[src/rtl/sisc_pkg.sv]
`timescale 1ns/1ps
package sisc_pkg;
    localparam int unsigned N_EVT    = 6;
    localparam int unsigned CTRL_ADR = 0;
    localparam int unsigned STAT_ADR = 1;
    localparam int unsigned RST_BIT  = 28;
    localparam int unsigned GATE_BIT = 19;
    localparam int unsigned RX_IDX   = 0;
    // event index -> bit position in both words
    localparam int unsigned EVT_POS [N_EVT] = '{0, 4, 8, 9, 12, 13};

    typedef enum logic [0:0] {
        ST_RUN  = 1'b0,
        ST_HOLD = 1'b1
    } sisc_state_e;
endpackage

[src/rtl/sisc_ctrl_fsm.sv]
`timescale 1ns/1ps
module sisc_ctrl_fsm
    import sisc_pkg::*;
#(
    parameter int unsigned NE = N_EVT
) (
    input  logic          clk,
    input  logic          rst_n,
    input  logic          ctrl_wr,
    input  logic [NE-1:0] wr_en_bits,
    input  logic          wr_gate,
    input  logic          wr_rst,
    output logic [NE-1:0] en_q,
    output logic          gate_q,
    output logic          hold_now,
    output logic          soft_rst
);
    sisc_state_e state_q, state_d;

    // state register
    always_ff @(posedge clk or negedge rst_n) begin
        if (!rst_n) state_q <= ST_RUN;
        else        state_q <= state_d;
    end

    // transitions: T_ENTER, T_RELEASE
    always_comb begin
        state_d = state_q;
        unique case (state_q)
            ST_RUN:  if (ctrl_wr && wr_rst)  state_d = ST_HOLD;
            ST_HOLD: if (ctrl_wr && !wr_rst) state_d = ST_RUN;
            default: state_d = ST_RUN;
        endcase
    end

    // outputs
    always_comb begin
        soft_rst = 1'b0;
        hold_now = ctrl_wr && wr_rst;
        unique case (state_q)
            ST_RUN:  ;
            ST_HOLD: begin
                soft_rst = 1'b1;
                hold_now = 1'b1;
            end
            default: ;
        endcase
    end

    // enables and gate are kept across the software reset
    always_ff @(posedge clk or negedge rst_n) begin
        if (!rst_n) begin
            en_q   <= '0;
            gate_q <= 1'b0;
        end else if (ctrl_wr) begin
            en_q   <= wr_en_bits;
            gate_q <= wr_gate;
        end
    end
endmodule

[src/rtl/sisc_status_bank.sv]
`timescale 1ns/1ps
module sisc_status_bank
    import sisc_pkg::*;
#(
    parameter int unsigned NE = N_EVT
) (
    input  logic          clk,
    input  logic          rst_n,
    input  logic [NE-1:0] evt,
    input  logic [NE-1:0] clr_bits,
    input  logic          gate_q,
    input  logic          hold_now,
    output logic [NE-1:0] stat_q
);
    for (genvar i = 0; i < NE; i++) begin : g_bit
        logic set_i;
        if (i == RX_IDX) begin : g_gated
            assign set_i = evt[i] && gate_q;
        end else begin : g_plain
            assign set_i = evt[i];
        end

        always_ff @(posedge clk or negedge rst_n) begin
            if (!rst_n)           stat_q[i] <= 1'b0;
            else if (hold_now)    stat_q[i] <= 1'b0;
            else if (set_i)       stat_q[i] <= 1'b1;
            else if (clr_bits[i]) stat_q[i] <= 1'b0;
        end
    end
endmodule

[src/rtl/sisc_regmap.sv]
`timescale 1ns/1ps
module sisc_regmap
    import sisc_pkg::*;
#(
    parameter int unsigned DW = 32,
    parameter int unsigned AW = 2,
    parameter int unsigned NE = N_EVT
) (
    input  logic          wr_en,
    input  logic [AW-1:0] addr,
    input  logic [DW-1:0] wdata,
    input  logic [NE-1:0] en_q,
    input  logic          gate_q,
    input  logic          soft_rst,
    input  logic [NE-1:0] stat_q,
    output logic          ctrl_wr,
    output logic [NE-1:0] clr_bits,
    output logic [NE-1:0] wr_en_bits,
    output logic          wr_gate,
    output logic          wr_rst,
    output logic [DW-1:0] ctrl_word,
    output logic [DW-1:0] stat_word,
    output logic [DW-1:0] rdata
);
    logic sel_ctrl, sel_stat;
    logic [NE-1:0] w_field;

    assign sel_ctrl = (addr == AW'(CTRL_ADR));
    assign sel_stat = (addr == AW'(STAT_ADR));
    assign ctrl_wr  = wr_en && sel_ctrl;

    always_comb begin
        for (int i = 0; i < int'(NE); i++) w_field[i] = wdata[EVT_POS[i]];
    end

    assign wr_en_bits = w_field;
    assign clr_bits   = (wr_en && sel_stat) ? w_field : '0;
    assign wr_gate    = wdata[GATE_BIT];
    assign wr_rst     = wdata[RST_BIT];

    always_comb begin
        ctrl_word = '0;
        stat_word = '0;
        for (int i = 0; i < int'(NE); i++) begin
            ctrl_word[EVT_POS[i]] = en_q[i];
            stat_word[EVT_POS[i]] = stat_q[i];
        end
        ctrl_word[GATE_BIT] = gate_q;
        ctrl_word[RST_BIT]  = soft_rst;
    end

    always_comb begin
        if (sel_ctrl)      rdata = ctrl_word;
        else if (sel_stat) rdata = stat_word;
        else               rdata = '0;
    end

    logic unused_wdata;
    assign unused_wdata = ^wdata;
endmodule

[src/rtl/sisc_top.sv]
`timescale 1ns/1ps
module sisc_top
    import sisc_pkg::*;
#(
    parameter int unsigned DATA_W = 32,
    parameter int unsigned ADDR_W = 2
) (
    input  logic              clk,
    input  logic              rst_n,
    input  logic              wr_en,
    input  logic [ADDR_W-1:0] addr,
    input  logic [DATA_W-1:0] wdata,
    output logic [DATA_W-1:0] rdata,
    input  logic [N_EVT-1:0]  evt,
    output logic              irq,
    output logic              soft_rst
);
    localparam int unsigned NE = N_EVT;

    logic          ctrl_wr, wr_gate, wr_rst, gate_q, hold_now;
    logic [NE-1:0] clr_bits, wr_en_bits, en_q, stat_q;
    logic [DATA_W-1:0] ctrl_word, stat_word;

    sisc_regmap #(.DW(DATA_W), .AW(ADDR_W), .NE(NE)) u_map (
        .wr_en(wr_en), .addr(addr), .wdata(wdata),
        .en_q(en_q), .gate_q(gate_q), .soft_rst(soft_rst), .stat_q(stat_q),
        .ctrl_wr(ctrl_wr), .clr_bits(clr_bits), .wr_en_bits(wr_en_bits),
        .wr_gate(wr_gate), .wr_rst(wr_rst),
        .ctrl_word(ctrl_word), .stat_word(stat_word), .rdata(rdata)
    );

    sisc_ctrl_fsm #(.NE(NE)) u_fsm (
        .clk(clk), .rst_n(rst_n), .ctrl_wr(ctrl_wr),
        .wr_en_bits(wr_en_bits), .wr_gate(wr_gate), .wr_rst(wr_rst),
        .en_q(en_q), .gate_q(gate_q), .hold_now(hold_now), .soft_rst(soft_rst)
    );

    sisc_status_bank #(.NE(NE)) u_stat (
        .clk(clk), .rst_n(rst_n), .evt(evt), .clr_bits(clr_bits),
        .gate_q(gate_q), .hold_now(hold_now), .stat_q(stat_q)
    );

    assign irq = |(stat_q & en_q);
endmodule

[config.mk]
export PLATFORM = sky130hd
export DESIGN_NAME = sisc_top
export DESIGN_NICKNAME = d
export VERILOG_FILES = /design/src/rtl/sisc_pkg.sv /design/src/rtl/sisc_ctrl_fsm.sv /design/src/rtl/sisc_status_bank.sv /design/src/rtl/sisc_regmap.sv /design/src/rtl/sisc_top.sv
export SDC_FILE = /design/constraint.sdc
export NUM_CORES = 1
export LEC_CHECK = 0
export ABC_AREA = 1
export BUFFER_PORTS_ARGS = -buffer_cell sky130_fd_sc_hd__buf_2
export CAP_MARGIN = 20
export CORE_ASPECT_RATIO = 1.4
export CORE_MARGIN = 10
export CORE_UTILIZATION = 41
export DETAILED_ROUTE_END_ITERATION = 10
export GPL_TIMING_DRIVEN = 0
export PLACE_DENSITY = 0.89
export SLEW_MARGIN = 20
export SYNTH_ARGS = -nofsm -noshare
export SYNTH_HDL_FRONTEND = slang
export SYNTH_SLANG_ARGS = --single-unit
[constraint.sdc]
create_clock -name clk -period 1.85 [get_ports clk]
set_input_delay 0.37 -clock clk [delete_from_list [all_inputs] [get_ports clk]]
set_output_delay 0.37 -clock clk [all_outputs]
set_load 0.01 [all_outputs]
==> impl_metrics.tcl, run 1 <==
set metrics [dict create \
    status "finished clean" \
    yosys.area_share.adder 0 \
    vias 858 \
    drc_errors 0 \
    cts-hold-fix-buffers 1 \
    hp-class "primary input to flop" \
    setup_viol 0 \
    post_cts_resized 0 \
    ff_latch_area_um2 350 \
    postCtsSetupBuffers 0 \
    synth_top_area_frac 0.370 \
    drive_gt1_frac 0.390 \
    clockBufferDepth 2 \
    nets 222 \
    die_h_um 76.8 \
    ys_ff_latch 14 \
    grt_pass1_vias 863 \
    place_area_um2 1190 \
    cp-start-kind "primary input" \
    synthesis.area_um2 946 \
    yosysUniqueCellTypes 19 \
    hold_viol_final 0 \
    n_antenna_cell 0 \
    grt_start_max_net_pins 15 \
    seq_power_share 0.463 \
    rr_endpoint "u_stat.stat_q[0]$_DFFE_PN0P_" \
    synth_compound_area_frac 0.0952 \
    syn2layout_area_growth_pct 29.8 \
    leakage_nw 0.751 \
    worstPathArrival_ns 1.18 \
    yosys-top-cells-area "dfrtp_1 (37%), buf_4 (19%), nand2_1 (12%)" \
    finalSetupTns_ns 0 \
    r2r_cells 3 \
    root_buffer "clkbuf_4" \
    detail-route-antenna-nets 0 \
    skew_ns 0.00181 \
    fillers 217 \
    cp_max_fo 10 \
    drv_slew 0 \
    drtPass1Iterations 4 \
    numCtsBuffers 3 \
    htree_levels 1 \
    track_usage 0.105 \
    drt_iter0_drc 36 \
    syn_inst 123 \
    grt.overflow.total 0 \
    cts_tree "done" \
    worstHoldPathCells 3 \
    start_util 0.434 \
    combPwrFrac 0.332 \
    synth_area_leader_cell "dfrtp_1" \
    ys_seq_area_frac 0.370 \
    cts.sinks 14 \
    die_w_um 60.6 \
    wl_per_cell_um 12.5 \
    die_area_um2 4660 \
    synth_top_family_by_area "buffers and inverters" \
    fin_crit_ns 1.55 \
    synth-xor-area-share 0 \
    max-vdd-ir-drop_uv 513 \
    insertion_delay_ns 0.28 \
    fmax_mhz 646 \
    clkTransAtPathRegs_ns 0.08 \
    postLayoutCellArea_um2 1230 \
    cp-end-kind "output port" \
    syn_avg_cell_area_um2 7.69 \
    sw_frac_of_total 0.346 \
    hpwl_um 2050 \
    core.rowCount 20 \
    intPower_mw 0.558 \
    grt_setup_unrepaired "false" \
    via_per_inst 4.31 \
    synth_mux_area_frac 0 \
    antenna_found_initial 0 \
    maxCapViolations 0 \
    multi_input_area_um2 419 \
    r2r_slack_ns 0.98 \
    numPortBuffers 27 \
    worstPathRequired_ns 1.48 \
    core_area_um2 2180 \
    whs_endpoint "u_fsm.gate_q$_DFFE_PN0P_" \
    finalCritPeriodShare 0.837 \
    grt_pass1_wl_um 3960 \
    crit_type "primary input to output port" \
    pin_count 77 \
    totalWireLength_um 2490 \
    ys.warnings.count 0 \
    yosys.area_share.simple 0.253 \
    clock_power_share 0.205 \
    hold_start "wdata[19]" \
    place_congestion 0.808 \
    pwr_density_cell_nw_per_um2 695 \
    switchingPower_mw 0.296 \
]
[power groups by stage]
stage          Clock (mW)  Sequential (mW)  Combinational (mW)
5_1_grt             0.189            0.401               0.320
2_1_floorplan           0            0.393               0.193
3_5_place_dp            0            0.401               0.280
6_report            0.175            0.395               0.284
4_1_cts             0.173            0.395               0.283
3_3_place_gp            0            0.398               0.273
[logic make-up after synthesis]
group           after synthesis
buf+inv                      42
simple gates                 50
compound gates               16
flops                        14
other cells                   1
[cells in the final DEF (no fill, tap or decap)]
master and instances:
buf_2 30, nand2_1 29, buf_4 24, conb_1 24
dfrtp_1 14, inv_1 13, a21oi_1 8, nand2_2 6
nand4_1 6, nand3_1 5, clkbuf_4 3, o22ai_1 2
o21ai_0 2, nor2_1 2, o21ai_1 2, o21ai_2 2
nor2_4 1, nand2_4 1, inv_2 1, buf_8 1
dlygate4sd3_1 1
[per-layer routing]
layer  part of all wire  GRT usage  vias to the layer above  routed length, um
met5                  0          0                        -                  0
met4             0.0092     0.0308                        0                 23
met3              0.078     0.0445                        5                195
met2               0.54      0.185                       27               1360
met1               0.37      0.106                      377                916
li1                   -          -                      449                  -
[worst max path at each step]
stage	startpoint	to	depth (start not counted)	slack [ns]
2_1_floorplan	addr[1]	rdata[12]	4	0.59
3_3_place_gp	addr[1]	rdata[9]	6	0.33
3_5_place_dp	addr[1]	rdata[12]	6	0.32
4_1_cts	u_fsm.en_q[0]$_DFFE_PN0P_	irq	5	0.31
5_1_grt	addr[1]	rdata[12]	6	0.23
6_report	addr[1]	rdata[12]	6	0.30
[cell type report]
type | count | share of cell area
flip-flops and latches | 14 | 0.285
plain buffers | 28 | 0.171
well taps | 22 | 0.0224
inverters | 14 | 0.0428
repair buffers | 28 | 0.118
clock buffers | 3 | 0.0183
multi-input cells | 90 | 0.341
[through the flow]
step           power [mW]  worst slack, ns  cells   util  hold WS [ns]
2_1_floorplan       0.586            0.592    146      -        0.0744
3_3_place_gp        0.672            0.334    195  0.549         0.281
3_5_place_dp        0.681            0.320    195  0.549         0.283
4_1_cts             0.850            0.305    199  0.564         0.299
5_1_grt             0.910            0.230    199  0.564         0.300
6_report            0.854            0.302    199  0.564         0.295
[critical path, cell delays in order]
cell and delay [ns]:
buf_2 0.12, inv_1 0.07, buf_2 0.21, nand2_1 0.10, o22ai_1 0.16, buf_2 0.16
[state kept, by name, summed over array words and instances, names as in the netlist, named ones only]
signal and flops:
u_fsm.gate_q 1, u_stat.stat_q 6, u_fsm.en_q 6
[Yosys cell counts]
library cell and count:
nor2_4 1, buf_2 3, inv_2 1, o21ai_2 2
buf_4 24, o21ai_0 2, inv_1 13, dfrtp_1 14
nand3_1 5, nand2_4 1, nand2_2 6, nor2_1 2
conb_1 1, nand4_1 6, buf_8 1, o21ai_1 2
nand2_1 29, a21oi_1 8, o22ai_1 2
No activity file was read; power rests on OpenSTA's default activity.
==> run 2: changes to the inputs <==
Settings changed: CORE_UTILIZATION 41 to 35, PLACE_DENSITY 0.89 to 0.81.
Clock period 1.85 ns to 1.4 ns, I/O delays scaled along.
==> impl_metrics.tcl, run 2 (synthesis results as in run 1) <==
set metrics [dict create \
    clock_power_share 0.180 \
    via_per_inst 4.10 \
    totalWireLength_um 2560 \
    power.total_mw 1.20 \
    whs_ns 0.214 \
    r2r_slack_ns 0.50 \
    worstPathRequired_ns 1.12 \
    root_buffer "clkbuf_4" \
    fin_crit_ns 1.38 \
    start_util 0.362 \
    crit_path_start "u_fsm.en_q[5]$_DFFE_PN0P_" \
    place_area_um2 1210 \
    slowest_stage "dfrtp_1" \
    cp.depth 5 \
    wl_per_cell_um 11.7 \
    rr_endpoint "u_stat.stat_q[2]$_DFFE_PN0P_" \
    setup_viol 0 \
    final_common_cell "buf_4" \
    drive_gt1_frac 0.451 \
    track_usage 0.0898 \
    pwr_density_cell_nw_per_um2 901 \
    antenna_found_initial 0 \
    drtPass1Iterations 4 \
    path_cells "nand2_1, o21ai_1, a21oi_1, nand2_1, buf_6" \
    sw_frac_of_total 0.335 \
    syn2layout_area_growth_pct 40.6 \
    cp_slowest_stage_delay_ns 0.40 \
    finalCritPeriodShare 0.987 \
    cts_tree "done" \
    path_common_cell "nand2_1" \
    die_h_um 81.5 \
    numCtsBuffers 3 \
    grt_setup_unrepaired "true" \
    path_buf_inv 1 \
    final_cells 220 \
    finalSetupTns_ns 0 \
    seq_power_share 0.436 \
    grt_pass1_wl_um 3880 \
    hp-class "primary input to flop" \
    endpoint "irq" \
    cp_top_family "flip-flops" \
    fin_ws_ns 0.0183 \
    n_antenna_cell 0 \
    core_area_um2 2620 \
    core.rowCount 22 \
    skew_ns 0.000888 \
    fmax_mhz 724 \
    cp-end-kind "output port" \
    hold_viol_final 0 \
    detail-route-antenna-nets 0 \
    cp_max_fo 2 \
    leakage_nw 0.794 \
    hpwl_um 2070 \
    nets 229 \
    clockBufferDepth 2 \
    drt_iter0_drc 18 \
    maxCapViolations 0 \
    dp.cells 209 \
    place_ws_ns -0.0129 \
    worstPathArrival_ns 1.10 \
    combPwrFrac 0.385 \
    intPower_mw 0.797 \
    place_congestion 0.820 \
    final_cell_mix "buf_4 (30), buf_2 (28), nand2_1 (28)" \
    numPortBuffers 27 \
    clkTransAtPathRegs_ns 0.08 \
    postLayoutCellArea_um2 1330 \
    drv_slew 0 \
    vias 903 \
    drc_errors 0 \
    cp-start-kind "flop" \
    crit_type "flop to output port" \
    die_w_um 63.9 \
    r2r_cells 3 \
    grt.overflow.total 0 \
    status "finished clean" \
    cts.sinks 14 \
    die_area_um2 5210 \
    finish.utilization 0.509 \
    max-vdd-ir-drop_uv 583 \
    pin_count 77 \
    htree_levels 1 \
    switchingPower_mw 0.401 \
    grt_pass1_vias 911 \
    reg_top3 "u_fsm.en_q (6), u_stat.stat_q (6), u_fsm.gate_q (1)" \
    grt_start_max_net_pins 15 \
    insertion_delay_ns 0.27 \
]
==> run 2: cell type report <==
type,instances,area [um2]
Clock buffer,3,22.5
Fill cell,267,1280
Multi-Input combinational cell,90,435
Tap cell,36,45.0
Sequential cell,14,350
Inverter,14,52.6
Buffer,28,213
Timing Repair Buffer,35,211
==> run 2: power groups by stage <==
stage,combinational [mW],sequential (mW),clock [mW]
floorplan,0.255,0.519,0
global placement,0.363,0.526,0
detailed placement,0.372,0.528,0
CTS,0.406,0.517,0.221
global route,0.517,0.528,0.238
finish,0.461,0.522,0.215
==> run 2: worst min path at each step <==
stage	start	endpoint	slack [ns]	cells past startpoint
2_1_floorplan	rst_n	async pin	-0.02	0
3_3_place_gp	rst_n	u_fsm.gate_q$_DFFE_PN0P_	0.19	1
3_5_place_dp	rst_n	u_fsm.gate_q$_DFFE_PN0P_	0.19	1
4_1_cts	wdata[19]	u_fsm.gate_q$_DFFE_PN0P_	0.21	3
5_1_grt	wdata[19]	u_fsm.gate_q$_DFFE_PN0P_	0.20	3
6_report	wdata[19]	u_fsm.gate_q$_DFFE_PN0P_	0.21	3
==> run 2: per-layer routing <==
| layer | vias to the layer above | track usage | wire length, um |
|---|---|---|---|
| li1 | 461 | - | - |
| met3 | 4 | 0.0286 | 190 |
| met2 | 38 | 0.168 | 1310 |
| met5 | - | 0 | 0 |
| met4 | 0 | 0.0307 | 25 |
| met1 | 400 | 0.0923 | 1040 |
==> run 2: repair_timing <==
action / CTS / global route
endpoints found under the setup margin: 2 / 2
pin swaps: 2 / 4
setup buffers: 3 / 4
gates resized for setup: 4 / 9
endpoints found under the hold margin: 14 / 0
hold buffers: 1 / 0
==> run 2: worst reg2reg max path: stages, from the launching register on <==
cell	delay, ns
dfrtp_1	0.39
inv_1	0.08
nand2_1	0.17
a21oi_1	0.18
